[src/rtl/ckpt_pkg.sv]
package ckpt_pkg;
  typedef enum logic [1:0] {
    CK_HOLD     = 2'd0,
    CK_COMMIT   = 2'd1,
    CK_ROLLBACK = 2'd2
  } ckpt_op_e;
endpackage

[src/rtl/ckpt_regfile.sv]
module ckpt_regfile
  import ckpt_pkg::*;
#(
  parameter int NUM_REGS = 8,
  parameter int DATA_W   = 32,
  localparam int IDX_W   = $clog2(NUM_REGS),
  localparam int BE_W    = DATA_W / 8
) (
  input  logic              clk_i,
  input  logic              rst_ni,
  input  ckpt_op_e          op_i,
  input  logic              wr_en_i,
  input  logic [IDX_W-1:0]  wr_addr_i,
  input  logic [BE_W-1:0]   wr_be_i,
  input  logic [DATA_W-1:0] wr_data_i,
  input  logic [IDX_W-1:0]  rd_addr_i,
  output logic [DATA_W-1:0] rd_data_o
);
  logic [DATA_W-1:0] work_vec [NUM_REGS];

  for (genvar g = 0; g < NUM_REGS; g++) begin : g_reg
    logic [DATA_W-1:0] work_q, shad_q, work_nx;

    always_comb begin
      work_nx = work_q;
      if (wr_en_i && wr_addr_i == IDX_W'(g)) begin
        for (int b = 0; b < BE_W; b++) begin
          if (wr_be_i[b]) work_nx[8*b +: 8] = wr_data_i[8*b +: 8];
        end
      end
    end

    always_ff @(posedge clk_i or negedge rst_ni) begin
      if (!rst_ni) begin
        work_q <= '0;
        shad_q <= '0;
      end else begin
        case (op_i)
          CK_ROLLBACK: work_q <= shad_q;
          CK_COMMIT: begin
            work_q <= work_nx;
            shad_q <= work_nx;
          end
          default: work_q <= work_nx;
        endcase
      end
    end

    assign work_vec[g] = work_q;
  end

  assign rd_data_o = work_vec[rd_addr_i];
endmodule

[src/rtl/ckpt_store_buf.sv]
module ckpt_store_buf
  import ckpt_pkg::*;
#(
  parameter int DEPTH  = 8,
  parameter int ADDR_W = 16,
  parameter int DATA_W = 32,
  localparam int PTR_W = $clog2(DEPTH),
  localparam int CNT_W = PTR_W + 1
) (
  input  logic              clk_i,
  input  logic              rst_ni,
  input  ckpt_op_e          op_i,
  input  logic              st_en_i,
  input  logic [ADDR_W-1:0] st_addr_i,
  input  logic [DATA_W-1:0] st_data_i,
  input  logic [ADDR_W-1:0] ld_addr_i,
  output logic              fwd_hit_o,
  output logic [DATA_W-1:0] fwd_data_o,
  output logic              full_o,
  output logic              busy_o,
  output logic              mem_we_o,
  output logic [ADDR_W-1:0] mem_addr_o,
  output logic [DATA_W-1:0] mem_data_o
);
  logic [ADDR_W-1:0] addr_q [DEPTH];
  logic [DATA_W-1:0] data_q [DEPTH];
  logic [PTR_W-1:0]  head_q, tail_q, scan_idx;
  logic [CNT_W-1:0]  count_q, rel_q, count_nx;
  logic              push, pop;

  assign full_o   = (count_q == CNT_W'(DEPTH));
  assign pop      = (rel_q != '0);
  assign push     = st_en_i && !full_o && (op_i != CK_ROLLBACK);
  assign count_nx = count_q + CNT_W'(push) - CNT_W'(pop);

  always_ff @(posedge clk_i) begin
    if (push) begin
      addr_q[tail_q] <= st_addr_i;
      data_q[tail_q] <= st_data_i;
    end
  end

  always_ff @(posedge clk_i or negedge rst_ni) begin
    if (!rst_ni) begin
      head_q  <= '0;
      tail_q  <= '0;
      count_q <= '0;
      rel_q   <= '0;
    end else begin
      head_q <= head_q + PTR_W'(pop);
      case (op_i)
        CK_ROLLBACK: begin
          // keep only released entries; tail snaps behind them
          count_q <= rel_q - CNT_W'(pop);
          rel_q   <= rel_q - CNT_W'(pop);
          tail_q  <= head_q + rel_q[PTR_W-1:0];
        end
        CK_COMMIT: begin
          count_q <= count_nx;
          rel_q   <= count_nx;
          tail_q  <= tail_q + PTR_W'(push);
        end
        default: begin
          count_q <= count_nx;
          rel_q   <= rel_q - CNT_W'(pop);
          tail_q  <= tail_q + PTR_W'(push);
        end
      endcase
    end
  end

  // oldest to youngest; a later match overrides an earlier one
  always_comb begin
    fwd_hit_o  = 1'b0;
    fwd_data_o = '0;
    scan_idx   = head_q;
    for (int i = 0; i < DEPTH; i++) begin
      scan_idx = head_q + PTR_W'(i);
      if (CNT_W'(i) < count_q && addr_q[scan_idx] == ld_addr_i) begin
        fwd_hit_o  = 1'b1;
        fwd_data_o = data_q[scan_idx];
      end
    end
  end

  assign busy_o     = pop;
  assign mem_we_o   = pop;
  assign mem_addr_o = addr_q[head_q];
  assign mem_data_o = data_q[head_q];
endmodule

[src/rtl/spec_state_ckpt.sv]
module spec_state_ckpt
  import ckpt_pkg::*;
#(
  parameter int NUM_REGS = 8,
  parameter int DATA_W   = 32,
  parameter int ADDR_W   = 16,
  parameter int SB_DEPTH = 8,
  localparam int IDX_W   = $clog2(NUM_REGS),
  localparam int BE_W    = DATA_W / 8
) (
  input  logic              clk_i,
  input  logic              rst_ni,
  input  logic [IDX_W-1:0]  rd_addr_i,
  output logic [DATA_W-1:0] rd_data_o,
  input  logic              wr_en_i,
  input  logic [IDX_W-1:0]  wr_addr_i,
  input  logic [BE_W-1:0]   wr_be_i,
  input  logic [DATA_W-1:0] wr_data_i,
  input  logic              st_en_i,
  input  logic [ADDR_W-1:0] st_addr_i,
  input  logic [DATA_W-1:0] st_data_i,
  input  logic [ADDR_W-1:0] ld_addr_i,
  input  logic [DATA_W-1:0] ld_mem_data_i,
  output logic [DATA_W-1:0] ld_data_o,
  output logic              ld_hit_o,
  input  logic              commit_i,
  input  logic              rollback_i,
  output logic              sb_full_o,
  output logic              drain_busy_o,
  output logic              mem_we_o,
  output logic [ADDR_W-1:0] mem_addr_o,
  output logic [DATA_W-1:0] mem_data_o
);
  ckpt_op_e          op;
  logic [DATA_W-1:0] fwd_data;

  // rollback outranks commit
  assign op = rollback_i ? CK_ROLLBACK : (commit_i ? CK_COMMIT : CK_HOLD);

  ckpt_regfile #(.NUM_REGS(NUM_REGS), .DATA_W(DATA_W)) u_rf (
    .clk_i, .rst_ni, .op_i(op),
    .wr_en_i, .wr_addr_i, .wr_be_i, .wr_data_i,
    .rd_addr_i, .rd_data_o
  );

  ckpt_store_buf #(.DEPTH(SB_DEPTH), .ADDR_W(ADDR_W), .DATA_W(DATA_W)) u_sb (
    .clk_i, .rst_ni, .op_i(op),
    .st_en_i, .st_addr_i, .st_data_i,
    .ld_addr_i,
    .fwd_hit_o(ld_hit_o), .fwd_data_o(fwd_data),
    .full_o(sb_full_o), .busy_o(drain_busy_o),
    .mem_we_o, .mem_addr_o, .mem_data_o
  );

  assign ld_data_o = ld_hit_o ? fwd_data : ld_mem_data_i;
endmodule

[config.mk]
export PLATFORM = sky130hd
export DESIGN_NAME = spec_state_ckpt
export DESIGN_NICKNAME = d
export VERILOG_FILES = /design/src/rtl/ckpt_pkg.sv /design/src/rtl/ckpt_regfile.sv /design/src/rtl/ckpt_store_buf.sv /design/src/rtl/spec_state_ckpt.sv
export SDC_FILE = /design/constraint.sdc
export NUM_CORES = 2
export LEC_CHECK = 0
export ABC_AREA = 0
export BUFFER_PORTS_ARGS = -buffer_cell sky130_fd_sc_hd__clkbuf_2
export CELL_PAD_IN_SITES_DETAIL_PLACEMENT = 1
export CELL_PAD_IN_SITES_GLOBAL_PLACEMENT = 2
export CORE_ASPECT_RATIO = 1.25
export CORE_MARGIN = 10
export CORE_UTILIZATION = 42
export DETAILED_ROUTE_END_ITERATION = 10
export PLACE_DENSITY = 0.89
export SYNTH_ARGS = -nofsm -noshare
export SYNTH_HDL_FRONTEND = slang
export SYNTH_HIERARCHICAL = 1
export SYNTH_SLANG_ARGS = --single-unit
[constraint.sdc]
create_clock -name clk_i -period 9.7 [get_ports clk_i]
set_input_delay 1.94 -clock clk_i [delete_from_list [all_inputs] [get_ports clk_i]]
set_output_delay 1.94 -clock clk_i [all_outputs]
set_load 0.05 [all_outputs]
# Word-level counts from Yosys, hierarchy flattened

Memories as Yosys holds them, arrays and structs flattened.
Index checks and enable logic that the tools add are counted.

$lt $le $gt $ge: 9
Reductions and logical operators: 21
Muxes and demuxes: 75
Eq/ne operators: 19
Bitwise logic cells: 1
Add/sub/neg operators: 13

Operator list:

| cell                | count |
|---|---|
| $mux 32             | 27 |
| $mux 8              | 32 |
| $eq 16x16->1        | 8 |
| $bmux 32 s3         | 1 |
| $logic_and 1x1->1   | 18 |
| $lt 3x4->1 const A  | 4 |
| $add 3x3->3 const B | 4 |
| $eq 3x3->1 const B  | 4 |
| $mux 1              | 11 |
| $lt 1x4->1 const A  | 2 |
| $lt 2x4->1 const A  | 2 |
| $mux 4              | 2 |
| $sub 4x1->4         | 2 |
| $add 3x1->3         | 2 |
| $add 3x2->3 const B | 2 |
| $eq 3x2->1 const B  | 2 |
| $add 4x1->4         | 1 |
| $eq 4x4->1 const B  | 1 |
| $ge 4x4->1 const B  | 1 |
| $not 3->4           | 1 |
| $reduce_bool 4->1   | 1 |
| $add 3x1->3 const B | 1 |
| $add 3x3->3         | 1 |
| $eq 3x1->1 const B  | 1 |
| other kinds (7)     | 7 |

Memories kept: 2
Input bits: 144
Bits in registers: 526
Memory bits (writable): 384

Memories:

| memory      | words | width | read ports | clocked after Yosys merged registers in | write ports | RTL line             | source |
|---|---|---|---|---|---|---|---|
| u_sb.data_q | 8     | 32    | 8          | 0                                       | 1           | ckpt_store_buf.sv:26 | `logic [DATA_W-1:0] data_q [DEPTH];` |
| u_sb.addr_q | 8     | 16    | 8          | 0                                       | 1           | ckpt_store_buf.sv:25 | `logic [ADDR_W-1:0] addr_q [DEPTH];` |

# Depth between registers and ports, before layout

An unclocked memory read counts as a cell.

Depth after elaboration: 12
Depth in mapped cells: 24

# Hierarchy

The synthesis kept the hierarchy.

Modules (own cells, without submodules):

| module          | area each (sq um) | times used | cells each | seq. area each (sq um) |
|---|---|---|---|---|
| ckpt_store_buf  | 30563.1           | 1          | 2455       | 11881.4 |
| ckpt_regfile    | 23482.5           | 1          | 2445       | 12812.3 |
| spec_state_ckpt | 550.5             | 1          | 37         | 0.0 |

# Least setup slack after synthesis

No wires, ideal clock.

Path kind: flip-flop to output port
From: register u_sb.head_q[1]
To: output port ld_data_o[0]
Data required time: 7.760 ns
Path buffers: 12
Data arrival time: 5.992 ns
Stages on the path, launching flop included: 25
Path slack: 1.768 ns
Cells stage by stage: dfrtp_1 > buf_2 > buf_2 > buf_2 > clkbuf_1 > buf_1 > inv_1 > ha_1 > buf_4 > buf_4 > buf_4 > buf_4 > mux4_2 > xnor2_1 > nand3_1 > o21ai_0 > o21ai_0 > or2_0 > nand2_1 > buf_2 > nor3b_1 > nand3_1 > buf_6 > buf_12 > mux2_4

Word-level cells in the longest chain between the ends: 12
Elaborated cells between the ends (all ways): 42

Ends and longest elaborated chain:

| what                                              | RTL line              | source |
|---|---|---|
| start, declared                                   | ckpt_store_buf.sv:27  | `logic [PTR_W-1:0] head_q, tail_q, scan_idx;` |
| start signal, assigned                            | ckpt_store_buf.sv:50  | `head_q <= head_q + PTR_W'(pop);` |
| $add 3x1->3 or $mem_v2 8x16 (tied branches)       | -                     |  |
| $mem_v2 8x16 *                                    | -                     |  |
| $eq 16x16->1 or $logic_and 1x1->1 (tied branches) | ckpt_store_buf.sv:79  | `if (CNT_W'(i) < count_q && addr_q[scan_idx] == ld_addr_i) begin` |
| $logic_and 1x1->1 or $mux 1 (tied branches)       | ckpt_store_buf.sv:79  |  |
| $mux 1 (6 in a row)                               | ckpt_store_buf.sv:79  |  |
| $mux 1 *                                          | ckpt_store_buf.sv:79  |  |
| net ld_hit_o                                      | spec_state_ckpt.sv:25 | `output logic ld_hit_o,` |
| $mux 32 *                                         | spec_state_ckpt.sv:55 | `assign ld_data_o = ld_hit_o ? fwd_data : ld_mem_data_i;` |
| end, declared                                     | spec_state_ckpt.sv:24 | `output logic [DATA_W-1:0] ld_data_o,` |

Mark *: on every way through the listed nets, which the timed path passes. The rest lies on a longest branch.

# Final worst setup path

From: register u_sb.head_q[1]
To: output port ld_data_o[22]

Word-level cells in the longest chain between the ends: 12
Elaborated cells between the ends (all ways): 42

Ends and longest elaborated chain:

| what                                              | RTL line              | source |
|---|---|---|
| $add 3x1->3 or $mem_v2 8x16 (tied branches)       | -                     |  |
| $mem_v2 8x16 or $eq 16x16->1 (tied branches)      | -                     |  |
| $eq 16x16->1 or $logic_and 1x1->1 (tied branches) | ckpt_store_buf.sv:79  |  |
| $logic_and 1x1->1 or $mux 32 (tied branches)      | ckpt_store_buf.sv:79  |  |
| $mux 32 (6 in a row)                              | ckpt_store_buf.sv:79  |  |
| $mux 32 *                                         | ckpt_store_buf.sv:79  |  |
| net fwd_data[22]                                  | spec_state_ckpt.sv:35 | `logic [DATA_W-1:0] fwd_data;` |
| $mux 32 *                                         | spec_state_ckpt.sv:55 |  |

Marks and branches as above.

==> results.md <==
* Footprint of the multi-input gates at roughly 0.028 sq mm
* Number of warnings issued by yosys at 6
* R2R Setup Slk at 6480 ps
* Comb power frac at between 50% and 60%
* CTS Buf Count at between 90 and 100
* Max Transition Viols Final at 0
* Total negative slack at 0 ps
* Final Power at 0.0195 W
* GR Overflow Total at 0
* First-pass GRT wire length at between 200000 and 300000 um
* Maximum clock frequency at 0.113 GHz
* Post-Syn Nets at 5099
* Die width at between 300 and 400 um
* Layout area overhead at 9.95%
* Starting Density at approximately 42%
* Endpoint type of the worst setup path: output port
* Critical Path End: ld_data_o[22]
* CTS Root Cell: clkbuf_16
* Total GRT Usage at 24.7%
* Vias at 43300
* Fraction of layout cells with a size suffix above 1 at 21.8%
* Switching power at between 0.008 and 0.009 W
* Seq/Total Area, Yosys at 45.2%
* GP Congestion at 0.967
* Synthesized area per cell at 11.1 sq um
* PwrDens at 324 mW/mm^2
* CP arrival at 6910 ps
* Max-cap check violation count at 0
* Unique masters post-synth at 74
* Pleak at roughly 21 nW
* FF-to-FF Start: u_sb/count_q[2]$_DFF_PN0_
* Fin. Hold Viols at 0
* DP Cell Count at between 6000 and 7000
* Core area at roughly 0.13 sq mm
* Commonest cells post-synth: nand2_1 (656), nor2_1 (644), dfrtp_1 (526)
* Count leader, synth: nand2_1
* Final HPWL DP at 115000 um
* CTS max path bufs at 3
* EDFF count, synth at 384
* Routed wire length at about 180000 um
* Die height at ~420 um
* Worst-Margin Slew at 1150 ps
* Largest cells by area after synthesis: dfrtp_1 (24%), edfxtp_1 (21%), mux4_2 (19%)
* Internal power at 0.0110 W
* Reg2reg path depth at 8
* Detailed Route Iter0 Violations at around 4200
* Initial antenna violation count at 16
* Status: completed
* Crit. Startpoint: u_sb/head_q[1]$_DFF_PN0_
* Main synth FF type: dfrtp_1
* Worst r2r dst: u_sb/data_q[3][31]$_DFFE_PP_
* FFs w/ async S/R, synth at 57.8%
* Max IR drop VDD at 0.332 mV
* Final core occ at between 40% and 50%
* H-tree depth at 3
* Largest net degree at the start of global routing at 202
* Min-Delay Path Class: flop to flop
* # hold bufs at CTS at 0
* Worst hold start: u_rf/g_reg[4].shad_q[14]$_DFFE_PN0N_
* Clock transition at path regs at 60 ps
* Synthesized area at around 0.055 sq mm
* DRT antenna net count at 0
* Avg WL per Cell at 27.3 um
* Switching Share at 43.3%
* Fillers at 13700
* # setup viols final at 0
* Via density at 6.45
* CTS Sinks at 910
* Non-filler cells, final at 6711
* Worst hold path depth at 2
* Power share of the clock group at 19.2%
* Post-synth top area cell: dfrtp_1
* Crit path kind: flop to output port
* Design area at 0.0600 sq mm
* Final Skew at 23.0 ps
* Post-CTS Setup Repair Bufs at 0
* Post_cts resized at 0
* Die Area at 0.145 sq mm
* Io pins at 260
* Slew HR at between 20% and 30%
* Nets at just over 5000
* # DRC at 0
* RSZ-0062 raised after global routing: no
* CTS tree: done
* Top cell type's share of synthesized area at 24.1%
* Worst EP required at 7760 ps
* Vias in the first global route at 45400
* Synth Instances at between 4000 and 5000
* Worst skew pair latency at ~710 ps
* Fin crit share at 91.3%
* #FFs+latches synth at 910
* Area after DPL at 0.0569 sq mm
* Register area at 0.0247 sq mm
* CP Max Fanout at between 50 and 60
* Period minus WS final at 8850 ps
* Site Rows at roughly 150
* IO Port Bufs at 259
* Initial DRT Pass Iterations at 5
* Part of the power in registers at 27.0%
* Kind of start point of the critical path: flop
==> final cells by class <==
type	instances	share of cell area (%)
Antenna cell	12	0.0500
Sequential cell	910	41.2
Clock buffer	130	4.49
Multi-Input combinational cell	3524	46.3
Clock inverter	39	0.727
Timing Repair Buffer	358	3.57
Inverter	25	0.158
Tap cell	1713	3.57
==> layout by cell type, fill, tap and decap left out, types with 12 or more instances in the layout <==
cell type,netlist,layout
o21ai_0,220,220
mux2_4,30,30
o311ai_0,35,35
o21ai_1,84,84
nand3_1,155,154
clkbuf_16,0,99
xnor2_1,117,114
nand4_1,20,20
o21a_1,32,32
clkinv_2,0,13
mux2i_1,145,145
buf_4,36,94
mux2_2,60,60
clkbuf_1,248,21
a21oi_1,76,76
nor2_1,644,640
ha_1,16,15
mux4_2,455,455
dfrtp_1,526,523
a211o_1,33,33
and2_1,34,34
clkbuf_2,1,256
diode_2,0,12
nand2_1,656,655
xor2_1,40,37
edfxtp_1,384,384
inv_1,19,18
o22ai_1,44,44
a31oi_1,517,517
==> cell families (layout without fill, tap and decap cells) <==
group,after synthesis,after routing,synth area share [%]
adders and majority gates,18,18,0.440
DFF,910,910,45.2
muxes,690,690,23.5
buffers and inverters,503,552,4.30
other,0,12,0
xor gates and xnor gates,157,157,2.52
and+or+nand+nor,1585,1585,12.0
AOI/OAI and AO/OA,1074,1074,12.0
==> sequential cells by signal (all words and copies together), names as in the netlist <==
register / count
u_rf/g.shad_q: 256
u_rf/g.work_q: 256
u_sb/addr_q: 128
u_sb/count_q: 4
u_sb/data_q: 256
u_sb/head_q: 3
u_sb/rel_q: 4
u_sb/tail_q: 3
==> worst max-delay path: stages (launching register included) <==
cell and delay [ps]:
dfrtp_4 470, buf_4 490, buf_4 750, mux4_2 440, mux2_2 310, xnor2_1 520
nand2_1 110, nor4_1 590, and4bb_2 800, buf_4 440, nand3_1 120, a211o_1 280
a21oi_1 290, mux2_4 210, clkbuf_2 270
==> layer usage <==
metal  routed length [um]  vias to the layer above  track usage (%)
li1                     -                    18600                -
met1                69300                    22300             30.4
met2                90600                     1900             41.6
met3                14100                      519             4.23
met4                 9090                       12             12.6
met5                   73                        -                0
==> power groups by stage <==
| stage | registers, W | clock network, W | logic (W) |
|---|---|---|---|
| after floorplan | 0.00511 | 0 | 0.00790 |
| after global placement | 0.00526 | 0 | 0.0101 |
| after detailed placement | 0.00532 | 0 | 0.0103 |
| after CTS | 0.00525 | 0.00382 | 0.0104 |
| after global routing | 0.00535 | 0.00397 | 0.0112 |
| final | 0.00526 | 0.00375 | 0.0105 |
==> per-stage QoR <==
step	hold WS [ps]	setup WS (ps)
final	544	847
after global placement	527	1800
after floorplan	519	1770
after CTS	540	921
after detailed placement	542	1730
after global routing	567	639
==> how the worst min path moves through the flow <==
stage | end | slack, ps
2_1_floorplan | u_rf/g_reg[0].shad_q[10]$_DFFE_PN0N_ | 520
3_3_place_gp | u_rf/g_reg[2].work_q[26]$_DFF_PN0_ | 530
3_5_place_dp | u_rf/g_reg[2].work_q[22]$_DFF_PN0_ | 540
4_1_cts | u_rf/g_reg[6].work_q[6]$_DFF_PN0_ | 540
5_1_grt | u_rf/g_reg[7].work_q[14]$_DFF_PN0_ | 570
6_report | u_rf/g_reg[4].work_q[14]$_DFF_PN0_ | 540
No activity file was read; power rests on OpenSTA's default activity.
